<file path="src/rtl/rxw_pkg.sv">
package rxw_pkg;
  // strobes from control to datapath, one cycle each
  typedef struct packed {
    logic accept;  // a stream beat is taken
    logic store;   // the beat's byte goes to RAM
    logic finish;  // the beat closes the frame
  } rxwStrb_t;
endpackage

</file>
<file path="src/rtl/rxw_ctrl.sv">
module rxw_ctrl
  import rxw_pkg::*;
(
  input  logic     clk,
  input  logic     rstN,
  input  logic     inValid,
  input  logic     inLast,
  input  logic     evEnable,
  input  logic     pendClear,
  input  logic     slotFull,
  output logic     inReady,
  output rxwStrb_t strb,
  output logic     rxPending
);

  logic takeBeat;

  // intake is gated by the event enable only, so overflow bytes never stall
  assign inReady  = evEnable;
  assign takeBeat = inValid && inReady;

  always_comb begin
    strb        = '0;
    strb.accept = takeBeat;
    strb.store  = takeBeat && !slotFull;
    strb.finish = takeBeat && inLast;
  end

  always_ff @(posedge clk) begin
    if (!rstN) begin
      rxPending <= 1'b0;
    end else if (strb.finish && evEnable) begin
      rxPending <= 1'b1;
    end else if (pendClear) begin
      rxPending <= 1'b0;
    end
  end

  // nothing is taken while the event is disabled
  a_r1_no_take_disabled: assert property (@(posedge clk) disable iff (!rstN)
    !evEnable |-> !strb.accept);
  // completion raises the flag on the next cycle
  a_r7_pend_set: assert property (@(posedge clk) disable iff (!rstN)
    strb.finish |=> rxPending);
  // the flag holds until cleared
  a_r7_pend_hold: assert property (@(posedge clk) disable iff (!rstN)
    (rxPending && !pendClear) |=> rxPending);
  // a full slot never produces a store
  a_r3_full_no_store: assert property (@(posedge clk) disable iff (!rstN)
    slotFull |-> !strb.store);

endmodule

</file>
<file path="src/rtl/rxw_datapath.sv">
module rxw_datapath
  import rxw_pkg::*;
#(
  parameter int SLOT_BYTES = 2048,
  parameter int NUM_SLOTS  = 2
) (
  input  logic                                 clk,
  input  logic                                 rstN,
  input  rxwStrb_t                             strb,
  input  logic [7:0]                           inData,
  output logic                                 slotFull,
  output logic                                 memWe,
  output logic [$clog2(NUM_SLOTS*SLOT_BYTES)-1:0] memAddr,
  output logic [7:0]                           memWdata,
  output logic [(NUM_SLOTS > 1 ? $clog2(NUM_SLOTS) : 1)-1:0] lastSlot,
  output logic [$clog2(SLOT_BYTES+1)-1:0]      lastLen
);

  localparam int LEN_W  = $clog2(SLOT_BYTES + 1);
  localparam int SLOT_W = (NUM_SLOTS > 1) ? $clog2(NUM_SLOTS) : 1;
  localparam int ADDR_W = $clog2(NUM_SLOTS * SLOT_BYTES);
  localparam logic [LEN_W-1:0]  SLOT_CAP  = LEN_W'(SLOT_BYTES);
  localparam logic [SLOT_W-1:0] SLOT_LAST = SLOT_W'(NUM_SLOTS - 1);

  logic [LEN_W-1:0]  byteOffs;
  logic [SLOT_W-1:0] curSlot;
  logic [SLOT_W-1:0] nextSlot;
  logic [LEN_W-1:0]  keptCount;
  logic [ADDR_W-1:0] slotBase;

  assign slotFull  = (byteOffs == SLOT_CAP);
  assign keptCount = strb.store ? byteOffs + 1'b1 : byteOffs;
  assign nextSlot  = (curSlot == SLOT_LAST) ? '0 : curSlot + 1'b1;
  assign slotBase  = ADDR_W'(curSlot) * ADDR_W'(SLOT_BYTES);

  assign memWe    = strb.store;
  assign memAddr  = slotBase + ADDR_W'(byteOffs);
  assign memWdata = inData;

  always_ff @(posedge clk) begin
    if (!rstN) begin
      byteOffs <= '0;
      curSlot  <= '0;
      lastSlot <= '0;
      lastLen  <= '0;
    end else if (strb.finish) begin
      byteOffs <= '0;
      curSlot  <= nextSlot;
      lastSlot <= curSlot;
      lastLen  <= keptCount;
    end else if (strb.store) begin
      byteOffs <= byteOffs + 1'b1;
    end
  end

  // offset never passes the slot size
  a_r3_offs_bound: assert property (@(posedge clk) disable iff (!rstN)
    byteOffs <= SLOT_CAP);
  // pointer stays inside the ring
  a_r6_slot_range: assert property (@(posedge clk) disable iff (!rstN)
    curSlot <= SLOT_LAST);
  // recorded values hold between completions
  a_r9_hold: assert property (@(posedge clk) disable iff (!rstN)
    !strb.finish |=> ($stable(lastSlot) && $stable(lastLen)));
  // a completed frame records between 1 and SLOT_BYTES bytes
  a_r4_len_range: assert property (@(posedge clk) disable iff (!rstN)
    strb.finish |=> (lastLen != '0 && lastLen <= SLOT_CAP));

endmodule

</file>
<file path="src/rtl/rx_slot_writer.sv">
module rx_slot_writer
  import rxw_pkg::*;
#(
  parameter int SLOT_BYTES = 2048,
  parameter int NUM_SLOTS  = 2
) (
  input  logic                                 clk,
  input  logic                                 rstN,
  input  logic                                 inValid,
  input  logic [7:0]                           inData,
  input  logic                                 inLast,
  output logic                                 inReady,
  input  logic                                 evEnable,
  input  logic                                 pendClear,
  output logic                                 memWe,
  output logic [$clog2(NUM_SLOTS*SLOT_BYTES)-1:0] memAddr,
  output logic [7:0]                           memWdata,
  output logic [(NUM_SLOTS > 1 ? $clog2(NUM_SLOTS) : 1)-1:0] lastSlot,
  output logic [$clog2(SLOT_BYTES+1)-1:0]      lastLen,
  output logic                                 rxPending
);

  rxwStrb_t strb;
  logic     slotFull;

  rxw_ctrl u_ctrl (
    .clk       (clk),
    .rstN      (rstN),
    .inValid   (inValid),
    .inLast    (inLast),
    .evEnable  (evEnable),
    .pendClear (pendClear),
    .slotFull  (slotFull),
    .inReady   (inReady),
    .strb      (strb),
    .rxPending (rxPending)
  );

  rxw_datapath #(
    .SLOT_BYTES (SLOT_BYTES),
    .NUM_SLOTS  (NUM_SLOTS)
  ) u_dp (
    .clk      (clk),
    .rstN     (rstN),
    .strb     (strb),
    .inData   (inData),
    .slotFull (slotFull),
    .memWe    (memWe),
    .memAddr  (memAddr),
    .memWdata (memWdata),
    .lastSlot (lastSlot),
    .lastLen  (lastLen)
  );

endmodule

</file>
<file path="config.mk">
export PLATFORM = sky130hd
export DESIGN_NAME = rx_slot_writer
export DESIGN_NICKNAME = d
export VERILOG_FILES = /design/src/rtl/rxw_pkg.sv /design/src/rtl/rxw_ctrl.sv /design/src/rtl/rxw_datapath.sv /design/src/rtl/rx_slot_writer.sv
export SDC_FILE = /design/constraint.sdc
export NUM_CORES = 1
export LEC_CHECK = 0
export BUFFER_PORTS_ARGS = -buffer_cell sky130_fd_sc_hd__buf_2
export CAP_MARGIN = 5
export CORE_MARGIN = 2
export CORE_UTILIZATION = 30
export DETAILED_ROUTE_END_ITERATION = 10
export GPL_TIMING_DRIVEN = 0
export MAX_ROUTING_LAYER = met4
export PLACE_DENSITY = 0.5
export SLEW_MARGIN = 20
export SYNTH_ARGS = -nofsm -noshare
export SYNTH_HDL_FRONTEND = slang
export SYNTH_SLANG_ARGS = --single-unit
</file>
<file path="constraint.sdc">
create_clock -name clk -period 2.9 [get_ports clk]
set_input_delay 0.58 -clock clk [delete_from_list [all_inputs] [get_ports clk]]
set_output_delay 0.58 -clock clk [all_outputs]
set_load 0.1 [all_outputs]
</file>
==> tab_implementation.tex <==
\begin{tabular}{lr}
\hline
Metric & Value \\
\hline
\multicolumn{2}{l}{\textbf{Route}} \\
\quad DR WL/cell & 12.4 microns \\
\quad Drt initial violations & 35 \\
\quad Antenna Violating Nets Remaining & 0 \\
\quad Total iterations of the first detailed-routing run & 4 \\
\quad Total detailed-routing wirelength & 3.14 mm \\
\quad Via density per instance & 4.60 \\
\quad \# DRC & 0 \\
\quad Via count & 1160 \\
\multicolumn{2}{l}{\textbf{Floorplan}} \\
\quad Die width & 71.3 microns \\
\quad Starting utilization of the core area & 0.312 \\
\quad Die height & 71.3 microns \\
\quad Standard cell core area & 4350 sq um \\
\quad Top-level port count & 50 \\
\quad Total die area & 5080 sq um \\
\quad Placement Rows & 24 \\
\multicolumn{2}{l}{\textbf{Min path}} \\
\quad Startpoint of the most critical hold path & u\_dp.lastSlot \\
\quad Hold Path Stages & 2 \\
\quad Path category of the worst min-delay check & reg -> reg \\
\quad Endpoint with the worst hold slack & u\_dp.lastSlot \\
\multicolumn{2}{l}{\textbf{Flow run}} \\
\quad \# Max-Cap Violations & 0 \\
\multicolumn{2}{l}{\textbf{Timing}} \\
\quad Final setup violation count & 0 \\
\quad Final max-slew violation count & 0 \\
\quad Worst slew margin relative to its limit & 0.658 \\
\quad Clock Skews & 0.00545 ns \\
\quad Worst-Margin Slew & 0.513 ns \\
\quad Post-layout minimum cycle time & 2.67 ns \\
\quad Crit share post-route & 0.920 \\
\quad Hold violation count in the final report & 0 \\
\quad Highest clock frequency the design can meet & 375 MHz \\
\quad Worst hold margin & 0.465 ns \\
\quad RSZ-0062 raised after global routing & false \\
\quad Setup total negative slack & 0 ns \\
\multicolumn{2}{l}{\textbf{Synth}} \\
\quad Total of flip-flops plus latches after synthesis & 27 \\
\quad Unique masters post-synth & 30 \\
\quad Seq/Total Area, Yosys & 0.398 \\
\quad Synthesized area per cell & a little under 9 sq um \\
\quad Instance count of the mapped netlist & approximately 160 \\
\quad Number of warnings issued by yosys & 0 \\
\quad Synthesized net count & $\sim$170 \\
\quad Netlist Area Pre-Place & approximately 1400 sq um \\
\multicolumn{2}{l}{\textbf{Clocking}} \\
\quad Number of gates resized after CTS & 0 \\
\quad TritonCTS clock tree & done \\
\quad Number of H-tree levels & 1 \\
\quad Maximum number of buffers from clock root to sink & 2 \\
\quad Hold-fix buffers at CTS & 0 \\
\quad Clock sink count & 27 \\
\quad Clock slew at reported path FFs & 0.09 ns \\
\quad Number of clock buffers inserted by TritonCTS & 3 \\
\quad Root Driver & sky130\_fd\_sc\_hd\_\_clkbuf\_8 \\
\quad Insertion delay of the later-clocked pin in the worst-skew pair & roughly 0.27 ns \\
\quad Post-CTS Repair Setup Buffers & 0 \\
\multicolumn{2}{l}{\textbf{Layout}} \\
\quad Nets & 217 \\
\quad Share of post-route cells with drive strength above 1 & 0.350 \\
\quad Cell Count, Final, Fillers Out & approximately 250 \\
\quad Most common cell after layout, fill and taps aside & sky130\_fd\_sc\_hd\_\_buf\_2 \\
\quad Highest-count cells in the layout ignoring fill and taps & sky130\_fd\_sc\_hd\_\_buf\_2 (41), sky130\_fd\_sc\_hd\_\_dfxtp\_1 (27), sky130\_fd\_sc\_hd\_\_buf\_4 (20) \\
\quad Summed area of non-filler cells in the final layout & around 1700 sq um \\
\quad Area growth from synthesis to layout & 23.2\% \\
\quad Ant. Diodes & 0 \\
\multicolumn{2}{l}{\textbf{Global route}} \\
\quad Number of antenna violations at the first check in global routing & 0 \\
\quad Maximum number of pins on one net before global-route repair & 15 \\
\quad First-pass GRT wire length & 5.22 mm \\
\quad Total GRT Usage & 0.132 \\
\quad Number of global-route vias before repair & about 1.1k \\
\quad GRT Residual Overflow & 0 \\
\multicolumn{2}{l}{\textbf{Worst setup path}} \\
\quad Crit Path Category & reg -> out \\
\quad RR Startpoint & u\_dp.byteOffs[0] \\
\quad Largest stage delay, worst path & 0.51 ns \\
\quad Critical Path, Cell by Cell & inv\_1 > ha\_1 > nor4b\_2 > a31oi\_2 > buf\_2 \\
\quad Critical path data required time & 2.32 ns \\
\quad Kind of start point of the critical path & flop \\
\quad Capture instance of the worst register-to-register path & u\_dp.byteOffs[7] \\
\quad CP Capture Type & output pin \\
\quad Critical Path Fanout Max & 7 \\
\quad Slowest cell on the critical path & sky130\_fd\_sc\_hd\_\_buf\_2 \\
\quad R2r worst-path depth & 6 \\
\quad R2R Setup Slk & about 1.2 ns \\
\quad Critical path data arrival time & approximately 2.1 ns \\
\multicolumn{2}{l}{\textbf{Pwr}} \\
\quad Overall power after layout & 0.811 mW \\
\quad Static leakage & 0.758 nW \\
\quad Peak supply drop & 0.208 mV \\
\quad Pwr dens & about 480 nW/um\^{}2 \\
\multicolumn{2}{l}{\textbf{Placed design}} \\
\quad Post-Place Cell Area & $\sim$1600 sq um \\
\quad Hpwl dp & between 2 and 2.5 mm \\
\quad Cell Count Post-Placement & 248 \\
\quad Port buffer count & 41 \\
\quad RD Place Congestion & 0.751 \\
\multicolumn{2}{l}{\textbf{Run status}} \\
\quad Status & finished, final reports clean \\
\hline
\end{tabular}
sequential cells by signal, indices dropped and copies added (netlist names):
name and cells:
u_dp.curSlot 1, u_dp.lastSlot 1, u_ctrl.rxPending 1, u_dp.byteOffs 12, u_dp.lastLen 12
layer usage:
metal | vias to the layer above | part of all wire | GRT usage
met2 | 37 | 0.42 | 0.198
met4 | 0 | 0.014 | 0.0356
met1 | 511 | 0.50 | 0.174
met5 | - | 0 | -
met3 | 4 | 0.064 | 0.0408
li1 | 608 | - | -
per-stage QoR:
stage	setup WS [ns]	utilization
after floorplan	0.449	-
after global placement	0.499	0.374
after detailed placement	0.546	0.374
after CTS	0.223	0.384
after global routing	0.0690	0.384
final	0.231	0.384
report_power, final:
group          total (mW)  switching, mW  internal [mW]
clock network       0.215          0.117         0.0985
registers           0.389        0.00760          0.382
logic               0.206          0.168         0.0381
cell type report:
| class | instances | area (sq um) |
|---|---|---|
| Sequential cell | 27 | 541 |
| Fill cell | 481 | 2680 |
| Buffer | 26 | 173 |
| Multi-Input combinational cell | 98 | 629 |
| Tap cell | 52 | 65.1 |
| Inverter | 4 | 15.0 |
| Timing Repair Buffer | 41 | 205 |
| Clock buffer | 4 | 45.0 |
synth_stat cells:
cell | instances | area share
sky130_fd_sc_hd__and2_1 | 1 | 0.0046
sky130_fd_sc_hd__nand2_1 | 7 | 0.019
sky130_fd_sc_hd__inv_1 | 4 | 0.011
sky130_fd_sc_hd__nand2b_1 | 1 | 0.0046
sky130_fd_sc_hd__or3b_1 | 1 | 0.0065
sky130_fd_sc_hd__nand4_4 | 1 | 0.016
sky130_fd_sc_hd__xnor2_1 | 10 | 0.065
sky130_fd_sc_hd__a21boi_0 | 3 | 0.017
sky130_fd_sc_hd__mux2i_1 | 2 | 0.015
sky130_fd_sc_hd__ha_1 | 2 | 0.018
sky130_fd_sc_hd__xor2_1 | 1 | 0.0065
sky130_fd_sc_hd__nor3b_1 | 1 | 0.0055
sky130_fd_sc_hd__nor4_4 | 2 | 0.031
sky130_fd_sc_hd__nor4_1 | 1 | 0.0046
sky130_fd_sc_hd__nand3b_1 | 2 | 0.011
sky130_fd_sc_hd__a31oi_1 | 1 | 0.0046
sky130_fd_sc_hd__a31o_2 | 1 | 0.0065
sky130_fd_sc_hd__nor2_1 | 16 | 0.044
sky130_fd_sc_hd__dfxtp_1 | 27 | 0.40
sky130_fd_sc_hd__a21oi_1 | 11 | 0.041
sky130_fd_sc_hd__nand3_1 | 11 | 0.041
sky130_fd_sc_hd__o21ai_0 | 14 | 0.052
sky130_fd_sc_hd__nor4b_2 | 1 | 0.011
sky130_fd_sc_hd__a31oi_2 | 1 | 0.0092
sky130_fd_sc_hd__nor3_1 | 2 | 0.0074
sky130_fd_sc_hd__nand4_1 | 3 | 0.014
sky130_fd_sc_hd__clkbuf_1 | 6 | 0.017
sky130_fd_sc_hd__and3_1 | 1 | 0.0046
sky130_fd_sc_hd__buf_4 | 20 | 0.11
sky130_fd_sc_hd__o211ai_1 | 1 | 0.0055
worst max-delay path by stage:
stage / start / endpoint / slack [ns] / cells past startpoint
after CTS: u_dp.byteOffs[0] / memWe / 0.22 / 5
after detailed placement: u_dp.byteOffs[0] / memWe / 0.55 / 5
after global placement: u_dp.byteOffs[0] / memWe / 0.50 / 5
after global routing: u_dp.byteOffs[0] / memWe / 0.07 / 5
after floorplan: u_dp.byteOffs[0] / memWe / 0.45 / 4
final: u_dp.byteOffs[0] / memWe / 0.23 / 5
worst max-delay path: cells and delay by family (launching register included):
family                     cells  cell delay, ns
buffers and inverters          2            0.61
DFF                            1            0.48
AOI/OAI and AO/OA              1            0.35
adders and majority gates      1            0.20
and+or+nand+nor                1            0.17
kinds of logic (layout without fill, tap and decap cells):
family | count (synthesis) | in the layout | share of synthesized area
buf+inv | 30 | 75 | 0.138
mux | 2 | 2 | 0.0147
fa+ha+maj | 2 | 2 | 0.0184
flops | 27 | 27 | 0.398
compound gates | 32 | 32 | 0.135
simple gates | 51 | 51 | 0.225
xor+xnor | 11 | 11 | 0.0710
Power figures use the tool's default switching activity.
